--- src/rtl/panel_seq_pkg.sv ---
package panel_seq_pkg;

  localparam int STEP_AW  = 6;
  localparam int WORD_W   = 9;
  localparam int PREP_BASE = 0;
  localparam int EN_BASE   = 43;
  localparam int DIS_BASE  = 44;
  localparam int UNP_BASE  = 45;

  typedef enum logic [1:0] {
    PH_PREP = 2'd0,
    PH_EN   = 2'd1,
    PH_DIS  = 2'd2,
    PH_UNP  = 2'd3
  } phase_e;

  typedef struct packed {
    logic [7:0]  code;
    logic [1:0]  nparm;
    logic [15:0] val;
    logic        pause;
    logic        last;
  } step_t;

  function automatic step_t mk(input logic [7:0] c, input logic [1:0] n,
                               input logic [15:0] v, input logic p,
                               input logic l);
    step_t s;
    s.code  = c;
    s.nparm = n;
    s.val   = v;
    s.pause = p;
    s.last  = l;
    return s;
  endfunction

endpackage

--- src/rtl/panel_seq_rom.sv ---
module panel_seq_rom
  import panel_seq_pkg::*;
(
  input  logic [STEP_AW-1:0] idx_i,
  output step_t              step_o
);

  // Step table: power-up 0..42, display-on 43, display-off 44,
  // power-down 45..47. 'last' closes each phase.
  always_comb begin
    case (idx_i)
      6'd0:  step_o = mk(8'h00, 2'd0, 16'h0000, 1'b1, 1'b0);
      6'd1:  step_o = mk(8'h00, 2'd0, 16'h0000, 1'b1, 1'b0);
      6'd2:  step_o = mk(8'h00, 2'd0, 16'h0000, 1'b1, 1'b0);
      6'd3:  step_o = mk(8'hB0, 2'd1, 16'h0017, 1'b0, 1'b0);
      6'd4:  step_o = mk(8'hBC, 2'd1, 16'h0080, 1'b0, 1'b0);
      6'd5:  step_o = mk(8'h3B, 2'd1, 16'h0000, 1'b0, 1'b0);
      6'd6:  step_o = mk(8'hB0, 2'd1, 16'h0016, 1'b0, 1'b0);
      6'd7:  step_o = mk(8'hB8, 2'd2, 16'hFFF9, 1'b0, 1'b0);
      6'd8:  step_o = mk(8'h11, 2'd0, 16'h0000, 1'b0, 1'b0);
      6'd9:  step_o = mk(8'hBA, 2'd1, 16'h0001, 1'b0, 1'b0);
      6'd10: step_o = mk(8'hBB, 2'd1, 16'h0000, 1'b0, 1'b0);
      6'd11: step_o = mk(8'h3A, 2'd1, 16'h0060, 1'b0, 1'b0);
      6'd12: step_o = mk(8'hBF, 2'd1, 16'h0010, 1'b0, 1'b0);
      6'd13: step_o = mk(8'hB1, 2'd1, 16'h0056, 1'b0, 1'b0);
      6'd14: step_o = mk(8'hB2, 2'd1, 16'h0033, 1'b0, 1'b0);
      6'd15: step_o = mk(8'hB3, 2'd1, 16'h0011, 1'b0, 1'b0);
      6'd16: step_o = mk(8'hB3, 2'd1, 16'h0011, 1'b0, 1'b0);
      6'd17: step_o = mk(8'hB4, 2'd1, 16'h0002, 1'b0, 1'b0);
      6'd18: step_o = mk(8'hB5, 2'd1, 16'h002B, 1'b0, 1'b0);
      6'd19: step_o = mk(8'hB6, 2'd1, 16'h0040, 1'b0, 1'b0);
      6'd20: step_o = mk(8'hB7, 2'd1, 16'h0003, 1'b0, 1'b0);
      6'd21: step_o = mk(8'hB9, 2'd1, 16'h0004, 1'b0, 1'b0);
      6'd22: step_o = mk(8'hBD, 2'd1, 16'h0004, 1'b0, 1'b0);
      6'd23: step_o = mk(8'hBE, 2'd1, 16'h0000, 1'b0, 1'b0);
      6'd24: step_o = mk(8'hC0, 2'd1, 16'h0011, 1'b0, 1'b0);
      6'd25: step_o = mk(8'hC1, 2'd1, 16'h0011, 1'b0, 1'b0);
      6'd26: step_o = mk(8'hC2, 2'd1, 16'h0011, 1'b0, 1'b0);
      6'd27: step_o = mk(8'hC3, 2'd2, 16'h2040, 1'b0, 1'b0);
      6'd28: step_o = mk(8'hC4, 2'd2, 16'h60C0, 1'b0, 1'b0);
      6'd29: step_o = mk(8'hC5, 2'd2, 16'h1020, 1'b0, 1'b0);
      6'd30: step_o = mk(8'hC6, 2'd2, 16'h60C0, 1'b0, 1'b0);
      6'd31: step_o = mk(8'hC7, 2'd2, 16'h5533, 1'b0, 1'b0);
      6'd32: step_o = mk(8'hC8, 2'd1, 16'h0000, 1'b0, 1'b0);
      6'd33: step_o = mk(8'hC9, 2'd1, 16'h0000, 1'b0, 1'b0);
      6'd34: step_o = mk(8'hCA, 2'd1, 16'h0000, 1'b0, 1'b0);
      6'd35: step_o = mk(8'hEC, 2'd2, 16'h01F0, 1'b0, 1'b0);
      6'd36: step_o = mk(8'hCF, 2'd1, 16'h0002, 1'b0, 1'b0);
      6'd37: step_o = mk(8'hD0, 2'd2, 16'h0804, 1'b0, 1'b0);
      6'd38: step_o = mk(8'hD1, 2'd1, 16'h0001, 1'b0, 1'b0);
      6'd39: step_o = mk(8'hD2, 2'd2, 16'h0000, 1'b0, 1'b0);
      6'd40: step_o = mk(8'hD3, 2'd2, 16'h0D0E, 1'b0, 1'b0);
      6'd41: step_o = mk(8'hD4, 2'd2, 16'h11A4, 1'b0, 1'b0);
      6'd42: step_o = mk(8'hD5, 2'd1, 16'h000E, 1'b0, 1'b1);
      6'd43: step_o = mk(8'h29, 2'd0, 16'h0000, 1'b0, 1'b1);
      6'd44: step_o = mk(8'h28, 2'd0, 16'h0000, 1'b0, 1'b1);
      6'd45: step_o = mk(8'hB8, 2'd2, 16'h8002, 1'b0, 1'b0);
      6'd46: step_o = mk(8'h10, 2'd0, 16'h0000, 1'b0, 1'b0);
      6'd47: step_o = mk(8'hB0, 2'd1, 16'h0000, 1'b0, 1'b1);
      default: step_o = mk(8'h00, 2'd0, 16'h0000, 1'b0, 1'b1);
    endcase
  end

endmodule

--- src/rtl/panel_seq_shift.sv ---
module panel_seq_shift #(
  parameter int HALF_DIV = 4,
  parameter int WORD_W   = 9
) (
  input  logic              clk,
  input  logic              rst_n,
  input  logic              go_i,
  input  logic [WORD_W-1:0] word_i,
  output logic              sclk_o,
  output logic              sdo_o,
  output logic              fin_o
);

  // One setup half-period, then a low and a high half per bit.
  localparam int HP_TOT  = 2 * WORD_W + 1;
  localparam int HP_LAST = HP_TOT - 1;
  localparam int HPW     = $clog2(HP_TOT + 1);
  localparam int DIVW    = (HALF_DIV > 1) ? $clog2(HALF_DIV) : 1;

  logic              act_q, act_d;
  logic [HPW-1:0]    hp_q, hp_d;
  logic [WORD_W-1:0] sreg_q, sreg_d;
  logic              sclk_q, sclk_d;
  logic              sdo_q, sdo_d;
  logic              fin_q, fin_d;
  logic              tick;

  generate
    if (HALF_DIV == 1) begin : g_nodiv
      assign tick = act_q;
    end else begin : g_div
      logic [DIVW-1:0] div_q, div_d;
      always_comb begin
        div_d = div_q;
        if (!act_q || tick) div_d = '0;
        else                div_d = div_q + DIVW'(1);
      end
      always_ff @(posedge clk or negedge rst_n) begin
        if (!rst_n) div_q <= '0;
        else        div_q <= div_d;
      end
      assign tick = act_q && (div_q == DIVW'(HALF_DIV - 1));
    end
  endgenerate

  always_comb begin
    act_d  = act_q;
    hp_d   = hp_q;
    sreg_d = sreg_q;
    sclk_d = sclk_q;
    sdo_d  = sdo_q;
    fin_d  = 1'b0;
    if (!act_q) begin
      sclk_d = 1'b1;
      if (go_i) begin
        act_d  = 1'b1;
        hp_d   = '0;
        sreg_d = word_i;
        sdo_d  = word_i[WORD_W-1];
      end
    end else if (tick) begin
      if (hp_q == HPW'(HP_LAST)) begin
        act_d  = 1'b0;
        fin_d  = 1'b1;
        sclk_d = 1'b1;
      end else begin
        hp_d = hp_q + HPW'(1);
        if (!hp_q[0]) begin
          sclk_d = 1'b0;
          if (hp_q != '0) begin
            sreg_d = {sreg_q[WORD_W-2:0], 1'b0};
            sdo_d  = sreg_q[WORD_W-2];
          end
        end else begin
          sclk_d = 1'b1;
        end
      end
    end
  end

  always_ff @(posedge clk or negedge rst_n) begin
    if (!rst_n) begin
      act_q  <= 1'b0;
      hp_q   <= '0;
      sreg_q <= '0;
      sclk_q <= 1'b1;
      sdo_q  <= 1'b0;
      fin_q  <= 1'b0;
    end else begin
      act_q  <= act_d;
      hp_q   <= hp_d;
      sreg_q <= sreg_d;
      sclk_q <= sclk_d;
      sdo_q  <= sdo_d;
      fin_q  <= fin_d;
    end
  end

  assign sclk_o = sclk_q;
  assign sdo_o  = sdo_q;
  assign fin_o  = fin_q;

  // data never moves on a sampling edge.
  p_sdo_hold_r3: assert property (@(posedge clk) disable iff (!rst_n)
    $rose(sclk_q) |-> $stable(sdo_q));
  // clock rests high between words.
  p_idle_high_r3: assert property (@(posedge clk) disable iff (!rst_n)
    (!act_q && !$past(act_q)) |-> sclk_q);

endmodule

--- src/rtl/panel_seq_ctrl.sv ---
module panel_seq_ctrl
  import panel_seq_pkg::*;
#(
  parameter int GAP_CYC   = 16,
  parameter int PAUSE_CYC = 50000
) (
  input  logic               clk,
  input  logic               rst_n,
  input  logic [3:0]         req_i,
  input  logic               link_err_i,
  input  step_t              step_i,
  input  logic               fin_i,
  output logic [STEP_AW-1:0] idx_o,
  output logic               go_o,
  output logic [WORD_W-1:0]  word_o,
  output logic               csn_o,
  output logic               busy_o,
  output logic               done_o,
  output logic               failed_o,
  output logic               ign_o
);

  localparam int SPAN = (PAUSE_CYC > GAP_CYC) ? PAUSE_CYC : GAP_CYC;
  localparam int CNTW = $clog2(SPAN + 1);

  typedef enum logic [2:0] {
    S_IDLE, S_FETCH, S_XMIT, S_ENDE, S_GAP
  } st_e;

  st_e                st_q, st_d;
  phase_e             ph_q, ph_d;
  logic [STEP_AW-1:0] idx_q, idx_d;
  logic [1:0]         wsel_q, wsel_d;
  logic [CNTW-1:0]    cnt_q, cnt_d;
  logic               err_q, err_d;
  logic               abort_q, abort_d;
  logic               csn_q, csn_d;
  logic               done_q, done_d;
  logic               failed_q, failed_d;
  logic               ign_q, ign_d;
  logic [7:0]         pbyte;

  assign pbyte = (step_i.nparm == 2'd2 && wsel_q == 2'd0) ? step_i.val[15:8]
                                                          : step_i.val[7:0];

  always_comb begin
    st_d     = st_q;
    ph_d     = ph_q;
    idx_d    = idx_q;
    wsel_d   = wsel_q;
    cnt_d    = cnt_q;
    err_d    = err_q;
    abort_d  = abort_q;
    csn_d    = csn_q;
    done_d   = 1'b0;
    failed_d = failed_q;
    ign_d    = (st_q != S_IDLE) && (|req_i);
    go_o     = 1'b0;
    word_o   = {1'b0, step_i.code};
    case (st_q)
      S_IDLE: begin
        if (|req_i) begin
          err_d   = 1'b0;
          abort_d = 1'b0;
          st_d    = S_FETCH;
          if (req_i[0]) begin
            ph_d = PH_PREP; idx_d = STEP_AW'(PREP_BASE);
          end else if (req_i[1]) begin
            ph_d = PH_EN;   idx_d = STEP_AW'(EN_BASE);
          end else if (req_i[2]) begin
            ph_d = PH_DIS;  idx_d = STEP_AW'(DIS_BASE);
          end else begin
            ph_d = PH_UNP;  idx_d = STEP_AW'(UNP_BASE);
          end
        end
      end
      S_FETCH: begin
        csn_d  = 1'b0;
        wsel_d = 2'd0;
        go_o   = 1'b1;
        st_d   = S_XMIT;
      end
      S_XMIT: begin
        if (fin_i) begin
          if (wsel_q < step_i.nparm) begin
            go_o   = 1'b1;
            word_o = {1'b1, pbyte};
            wsel_d = wsel_q + 2'd1;
          end else begin
            st_d = S_ENDE;
          end
        end
      end
      S_ENDE: begin
        csn_d = 1'b1;
        if (link_err_i) begin
          err_d = 1'b1;
          if (ph_q != PH_UNP) abort_d = 1'b1;
        end
        cnt_d = step_i.pause ? CNTW'(SPAN - 1) : CNTW'(GAP_CYC - 1);
        st_d  = S_GAP;
      end
      S_GAP: begin
        if (cnt_q == '0) begin
          if (step_i.last || abort_q) begin
            st_d     = S_IDLE;
            done_d   = 1'b1;
            failed_d = err_q;
          end else begin
            idx_d = idx_q + STEP_AW'(1);
            st_d  = S_FETCH;
          end
        end else begin
          cnt_d = cnt_q - CNTW'(1);
        end
      end
      default: st_d = S_IDLE;
    endcase
  end

  always_ff @(posedge clk or negedge rst_n) begin
    if (!rst_n) begin
      st_q     <= S_IDLE;
      ph_q     <= PH_PREP;
      idx_q    <= '0;
      wsel_q   <= '0;
      cnt_q    <= '0;
      err_q    <= 1'b0;
      abort_q  <= 1'b0;
      csn_q    <= 1'b1;
      done_q   <= 1'b0;
      failed_q <= 1'b0;
      ign_q    <= 1'b0;
    end else begin
      st_q     <= st_d;
      ph_q     <= ph_d;
      idx_q    <= idx_d;
      wsel_q   <= wsel_d;
      cnt_q    <= cnt_d;
      err_q    <= err_d;
      abort_q  <= abort_d;
      csn_q    <= csn_d;
      done_q   <= done_d;
      failed_q <= failed_d;
      ign_q    <= ign_d;
    end
  end

  assign idx_o    = idx_q;
  assign csn_o    = csn_q;
  assign busy_o   = (st_q != S_IDLE);
  assign done_o   = done_q;
  assign failed_o = failed_q;
  assign ign_o    = ign_q;

  // completion is reported only once the phase has left busy.
  p_done_idle_r14: assert property (@(posedge clk) disable iff (!rst_n)
    done_q |-> !busy_o);
  p_busy_fall_r14: assert property (@(posedge clk) disable iff (!rst_n)
    $fell(busy_o) |-> done_q);
  // a request during a run is flagged on the next cycle.
  p_ignore_r12: assert property (@(posedge clk) disable iff (!rst_n)
    (busy_o && |req_i) |=> ign_q);
  // chip-select held low while words of a step are shifting.
  p_csn_hold_r8: assert property (@(posedge clk) disable iff (!rst_n)
    (st_q == S_XMIT) |-> !csn_q);
  // an aborted phase always closes with a failure.
  p_abort_r10: assert property (@(posedge clk) disable iff (!rst_n)
    (st_q == S_GAP && abort_q && cnt_q == '0) |=> (done_q && failed_q));

endmodule

--- src/rtl/panel_seq_top.sv ---
module panel_seq_top
  import panel_seq_pkg::*;
#(
  parameter int HALF_DIV   = 4,
  parameter int CYC_PER_US = 50,
  parameter int PAUSE_US   = 1000
) (
  input  logic clk,
  input  logic rst_n,
  input  logic start_prepare,
  input  logic start_enable,
  input  logic start_disable,
  input  logic start_unprepare,
  input  logic link_err,
  output logic spi_csn,
  output logic spi_sclk,
  output logic spi_sdo,
  output logic busy,
  output logic done,
  output logic seq_failed,
  output logic start_ignored
);

  localparam int GAP_CYC   = 4 * HALF_DIV;
  localparam int PAUSE_RAW = CYC_PER_US * PAUSE_US;
  localparam int PAUSE_CYC = (PAUSE_RAW > GAP_CYC) ? PAUSE_RAW : GAP_CYC;
  localparam int DSW       = $clog2(GAP_CYC + 1);

  step_t              step;
  logic [STEP_AW-1:0] idx;
  logic               go;
  logic [WORD_W-1:0]  word;
  logic               fin;

  panel_seq_rom u_rom (
    .idx_i  (idx),
    .step_o (step)
  );

  panel_seq_ctrl #(
    .GAP_CYC   (GAP_CYC),
    .PAUSE_CYC (PAUSE_CYC)
  ) u_ctrl (
    .clk        (clk),
    .rst_n      (rst_n),
    .req_i      ({start_unprepare, start_disable, start_enable, start_prepare}),
    .link_err_i (link_err),
    .step_i     (step),
    .fin_i      (fin),
    .idx_o      (idx),
    .go_o       (go),
    .word_o     (word),
    .csn_o      (spi_csn),
    .busy_o     (busy),
    .done_o     (done),
    .failed_o   (seq_failed),
    .ign_o      (start_ignored)
  );

  panel_seq_shift #(
    .HALF_DIV (HALF_DIV),
    .WORD_W   (WORD_W)
  ) u_shift (
    .clk    (clk),
    .rst_n  (rst_n),
    .go_i   (go),
    .word_i (word),
    .sclk_o (spi_sclk),
    .sdo_o  (spi_sdo),
    .fin_o  (fin)
  );

  // Deselect-interval monitor, saturating at the minimum gap.
  logic [DSW-1:0] desel_q;
  always_ff @(posedge clk or negedge rst_n) begin
    if (!rst_n)                          desel_q <= DSW'(GAP_CYC);
    else if (!spi_csn)                   desel_q <= '0;
    else if (desel_q != DSW'(GAP_CYC))   desel_q <= desel_q + DSW'(1);
  end

  // no clock activity while deselected.
  p_desel_high_r3: assert property (@(posedge clk) disable iff (!rst_n)
    spi_csn |-> spi_sclk);
  // minimum deselect before each new step.
  p_gap_min_r8: assert property (@(posedge clk) disable iff (!rst_n)
    $fell(spi_csn) |-> (desel_q >= DSW'(GAP_CYC)));

endmodule

--- config.mk ---
export PLATFORM = sky130hd
export DESIGN_NAME = panel_seq_top
export DESIGN_NICKNAME = d
export VERILOG_FILES = /design/src/rtl/panel_seq_pkg.sv /design/src/rtl/panel_seq_rom.sv /design/src/rtl/panel_seq_shift.sv /design/src/rtl/panel_seq_ctrl.sv /design/src/rtl/panel_seq_top.sv
export SDC_FILE = /design/constraint.sdc
export NUM_CORES = 1
export LEC_CHECK = 0
export BUFFER_PORTS_ARGS = -buffer_cell sky130_fd_sc_hd__buf_4
export CAP_MARGIN = 30
export CELL_PAD_IN_SITES_DETAIL_PLACEMENT = 1
export CELL_PAD_IN_SITES_GLOBAL_PLACEMENT = 2
export CORE_UTILIZATION = 40
export CTS_BUF_LIST = sky130_fd_sc_hd__clkbuf_4 sky130_fd_sc_hd__clkbuf_8
export CTS_CLUSTER_DIAMETER = 60
export CTS_CLUSTER_SIZE = 25
export DETAILED_ROUTE_END_ITERATION = 7
export HOLD_SLACK_MARGIN = 0.02
export MAX_ROUTING_LAYER = met4
export PLACE_DENSITY = 0.84
export SLEW_MARGIN = 20
export SYNTH_ARGS = -nofsm -noshare
export SYNTH_HDL_FRONTEND = slang
export SYNTH_SLANG_ARGS = --single-unit
--- constraint.sdc ---
create_clock -name clk -period 4.1 [get_ports clk]
set_input_delay 1.025 -clock clk [delete_from_list [all_inputs] [get_ports clk]]
set_output_delay 1.025 -clock clk [all_outputs]
set_load 0.005 [all_outputs]
After elaboration in Yosys (flattened, before gate mapping)
Memory sizes are Yosys's and may differ from the RTL's.
Index checks and enable logic that the tools add are counted.
- flip-flop bits (word level): 54
- latch bits: 0
- memory bits (writable): 0
- memory bits (read-only): 1792
- input bits: 7
- output and inout port bits: 7
- logic and storage cells: 141
- memories kept: 1
- memory list (name ; words ; width ; read ports ; clocked after memory_dff ; write ports ; RTL line ; text):
    (name not given) ; 64 ; 28 ; 1 ; 0 ; 0 ; panel_seq_rom.sv:11 ; case (idx_i)
- $add $sub $neg: 5
- multipliers: 0
- divide/modulo/power cells: 0
- magnitude comparators: 1
- eq/ne operators: 21
- shift-type cells: 0
- muxes and demuxes: 67
- bitwise logic cells: 0
- reductions and logical operators: 28
- operators by type and width (operator ; count):
    $mux W8 ; 7
    $mux W16 ; 2
    $pmux W16 S2 ; 1
    $mux W6 ; 5
    $mux W1 ; 29
    $mux W9 ; 3
    $mux W5 ; 4
    $ne A2 B2 Y1 const B ; 9
    $logic_not A16 Y1 ; 1
    $sub A16 B1 Y16 const B ; 1
    $pmux W3 S5 ; 1
    $mux W3 ; 4
    $pmux W6 S2 ; 1
    $reduce_and A3 Y1 ; 4
    $reduce_and A4 Y1 ; 3
    $reduce_bool A2 Y1 ; 6
    $mux W2 ; 5
    $ne A2 B1 Y1 const B ; 5
    $pmux W1 S2 ; 4
    $add A6 B1 Y6 const B ; 1
    $eq A3 B2 Y1 const B ; 2
    $add A5 B1 Y5 const B ; 1
    $eq A5 B5 Y1 const B ; 1
    $reduce_and A5 Y1 ; 1
    15 further kinds ; 21

Depth between registers and ports, before layout
An unclocked memory read counts as a cell.
- word-level depth: 9
- depth in mapped cells: 15
- mapped depth without buffers: 12

By module
Synthesis repeated with hierarchy kept, for this count alone.
- cell total of the unflattened synthesis: 534
- area total of the unflattened synthesis: 4553.1 µm²
- by module, submodules not included (module ; times used ; cells an instance ; area an instance (µm²) ; sequential area each (µm²)):
    panel_seq_ctrl ; 1 ; 230 ; 2174.6 ; 877.1
    panel_seq_rom ; 1 ; 199 ; 1280.0 ; 0.0
    panel_seq_shift ; 1 ; 105 ; 1098.6 ; 476.7

Worst setup path before layout
Ideal clock, no wire load.
- path type: register to register
- start point: register u_ctrl.idx_q[2] (netlist: u_ctrl.idx_o[2])
- end point: register u_shift.sreg_q[1]
- library setup time: 0.129 ns
- arrival: 2.803 ns
- required time: 3.971 ns
- path slack: 1.168 ns
- cell stages (with the launch flop): 16
- buffers on the path: 4
- period minus slack after synthesis: 2.932 ns
- cell sequence: dfrtp_1 buf_4 buf_2 buf_4 clkinv_1 ha_1 o22ai_1 a22oi_2 ha_1 nor2b_1 and4_1 nand4_1 and2_1 buf_2 a221oi_2 o21ai_1
- longest elaborated chain between the ends: 9
- elaborated cells between the ends (all ways): 15
- those cells by class: order compare (1); eq/ne (1); mux (9); reduce/logical (3); memory (1)
- ends and longest elaborated chain (what ; RTL line ; text):
    start, declared ; panel_seq_ctrl.sv:32 ; logic [STEP_AW-1:0] idx_q, idx_d;
    start signal, assigned ; panel_seq_ctrl.sv:137 ; idx_q <= idx_d;
    $mem_v2 Z64 W28 * ; - ;
    branches (longest 8 deep; another with $lt A2 B2 Y1) ; - ;
    end signal, assigned ; panel_seq_shift.sv:92 ; sreg_q <= sreg_d;
    end, declared ; panel_seq_shift.sv:22 ; logic [WORD_W-1:0] sreg_q, sreg_d;
Mark *: on every way between the ends. The select of a mux whose other input is x is not followed.
A chain may end at the register's enable or synchronous reset.

Worst setup path after layout
- start point: register u_ctrl.idx_q[0] (netlist: u_ctrl.idx_o[0])
- end point: register u_shift.sreg_q[6]
Same word-level chain as after synthesis.

==> flow_metrics.tcl <==
set metrics [dict create \
    required_ns 4.33 \
    critical-path-top-delay-family "compound AO/OA/AOI/OAI gates" \
    synthMuxAreaShare_pct 5.36 \
    h-tree-depth 2 \
    hp-class "register to register" \
    p_sw_w 0.000289 \
    synth_edf_count 0 \
    path_max_fanout 15 \
    cpMostUsedCell "ha_1" \
    critPathLaunchType "register" \
    period_minus_slack_ns 3.43 \
    place.gp.congestion 0.888 \
    drv_cap 0 \
    rows 37 \
    synth_compound_area_share_pct 26.4 \
    slew_violations 0 \
    die-width_um 105 \
    grt_overflow 0 \
    ys_async_sr_fraction_pct 100 \
    first_pass_iters 4 \
    post_drt_wl_per_cell_um 20.0 \
    power_w 0.000999 \
    power_frac_comb_pct 12.7 \
    holdBufCountCts 0 \
    power_frac_seq_pct 54.4 \
    path_class "register to register" \
    register_area_um2 1350 \
    ys_types 79 \
    crit_arrival_ns 3.66 \
    dpl.hpwl_mm 9.37 \
    antenna_found_initial 0 \
    max-clock-path-buffers 2 \
    synth_area_per_cell_um2 8.41 \
    power_per_cell_area_nw_per_um2 222 \
    final_hold_viol_count 0 \
    outcome "finished clean" \
    grt_setup_unrepaired "false" \
    max-slew-margin-rel_pct 48.5 \
    fin_nets 523 \
    grt_pass1_wl_mm 21.0 \
    ant_nets 0 \
    via_per_inst 6.06 \
    p_sw_share_pct 28.9 \
    drive_gt1_share_pct 11.0 \
    pin_count 14 \
    fp.dieH_um 105 \
    cts_made_buffers 5 \
    core_um2 10300 \
    synthesis.area_um2 4250 \
    ys_seq_elements 54 \
    rr_worst_depth 12 \
    multi_input_area_um2 2640 \
    intPower_w 0.000710 \
    fill_cells 1234 \
    synth-warning-count 0 \
    vias 3848 \
    whs_path_depth 1 \
    vdd_drop_max_mv 0.151 \
    dieArea_um2 11000 \
    diodes 0 \
    worst_pin_slew_ns 0.769 \
    layout_common_cells "dfrtp_1, nor2_1, nand2_1, a21oi_1, o21ai_0" \
    synth_fa_ha_area_share_pct 5.31 \
    cp.buffers_inverters 0 \
    end_kind "register" \
    path_cells "ha_1 > ha_1 > nand2b_1 > o22ai_1 > a22oi_2 > ha_1 > nor2b_1 > and4_1 > nand4_1 > a21oi_1 > nor3_1 > o32ai_2" \
    grt_pass1_vias 3919 \
    clock_latency_ns 0.33 \
    grt_start_max_net_pins 55 \
    tns_ns 0 \
    drt-total-wl_mm 12.7 \
    ctsResizeCount 0 \
    syn-instance-count 505 \
    drtIter0Drc 171 \
    grtUsageTotal_pct 24.7 \
    report.final.setup_viol 0 \
    cts_sinks 54 \
    path_clk_slew_ns 0.11 \
    dp_slack_ns 0.701 \
    finClkSkew_ns 0.0125 \
    synth-simple-area-share_pct 23.0 \
    synth_top_family_by_area "compound AO/OA/AOI/OAI gates" \
    final_common_cell "dfrtp_1" \
    fmax_mhz 292 \
    synthFlopType "dfrtp_1" \
    syn_nets 530 \
    root_buffer "clkbuf_8" \
    start_util_pct 41.1 \
    numPortBuffers 13 \
    clockPowerShare_pct 32.9 \
    cts_tree "yes" \
    area_growth_pct 5.89 \
    slowest_stage "dfrtp_1" \
    period_share_pct 83.6 \
    fin_ws_ns 0.670 \
    cp_num_cells 12 \
    ys_seq_area_share_pct 31.9 \
    synth_xor_area_share_pct 2.06 \
    route.detailed.drc 0 \
    crit_path_max_incr_delay_ns 0.67 \
    postCtsSetupBuffers 0 \
    p_leak_nw 1.90 \
]
## metal layers
layer | routed length, um | vias up | track usage [%]
met1 | 5970 | 1920 | 33.0
met4 | 331 | 0 | 8.75
met2 | 6020 | 54 | 38.0
met3 | 350 | 25 | 3.62
li1 | - | 1849 | -
met5 | 0 | - | -
## per-stage QoR
stage	hold WS (ns)	utilization, %	std cells	area [um2]
floorplan	0.408	-	505	4250
detailed placement	0.433	42.6	627	4400
finish	0.445	43.5	635	4500
CTS	0.450	43.5	635	4500
global route	0.470	43.5	635	4500
global placement	0.420	42.6	627	4400
## sequential cells by signal (all words and copies together), names as in the netlist, 2 cells and up
signal	flops
u_ctrl.ph_q	2
u_ctrl.st_q	3
u_ctrl.cnt_q	16
u_ctrl.idx_o	6
u_ctrl.wsel_q	2
u_shift.hp_q	5
u_shift.g_div.div_q	2
u_shift.sreg_q	8
## cell families after synthesis
group / count (synthesis)
multiplexers: 21
buffers and inverters: 55
flip-flops: 54
XOR/XNOR: 10
adder cells (fa/ha/maj): 18
AND/OR/NAND/NOR: 186
AO/OA/AOI/OAI: 161
## cells in the mapped netlist, types with 3 or more instances
cell type,number,area share (%)
o21ai_0,32,3.8
a21oi_1,35,4.1
nand2_1,36,3.2
or2_2,3,0.44
nand2b_1,11,1.6
buf_4,3,0.53
clkinv_1,3,0.27
nor3_1,14,1.7
a31oi_1,10,1.5
nor2_1,49,4.3
a22oi_1,4,0.71
and2_1,5,0.74
dfrtp_1,52,31
buf_2,17,2.0
nor3b_1,5,0.88
xor2_1,5,1.0
a211o_1,3,0.62
mux2i_1,16,3.8
a22o_1,5,1.0
nor2b_1,14,2.1
inv_1,15,1.3
ha_1,18,5.3
a211oi_1,4,0.71
nand3_1,17,2.0
xnor2_1,5,1.0
o31ai_1,3,0.53
mux2_2,4,1.1
o22a_1,11,2.3
nand4_1,5,0.74
o211ai_1,7,1.2
o21a_1,6,1.1
o22ai_1,5,0.74
or3_1,3,0.44
nor4_1,3,0.44
clkbuf_1,12,1.1
a21o_1,5,0.88
## area by class of cell
type / count / area share [%]
clock buffer: 5 / 1.53
inverter: 19 / 1.64
multi-input combinational: 396 / 58.6
tap: 136 / 3.79
timing repair buffer: 22 / 3.67
sequential: 54 / 30.1
clock inverter: 3 / 0.640
## final timing paths
path | start | to | slack, ns
min | u_shift.g_div.div_q[0] | u_shift.g_div.div_q[0] | 0.45
max | u_ctrl.idx_o[0] | u_shift.sreg_q[6] | 0.67
min in group asynchronous | rst_n | u_ctrl.idx_o[3] | 0.71
min reg2reg | u_shift.g_div.div_q[0] | u_shift.g_div.div_q[0] | 0.45
max reg2reg | u_ctrl.idx_o[0] | u_shift.sreg_q[6] | 0.67
max in group asynchronous | rst_n | u_shift.g_div.div_q[1] | 2.86
## power groups by stage
stage | clock network [W] | registers [W] | logic (W)
detailed placement | 0 | 0.000554 | 0.000124
CTS | 0.000343 | 0.000544 | 0.000125
floorplan | 0 | 0.000550 | 0.0000809
global placement | 0 | 0.000554 | 0.000123
global route | 0.000352 | 0.000545 | 0.000137
finish | 0.000329 | 0.000544 | 0.000126
Note: power is estimated with default switching activity, not from simulation.
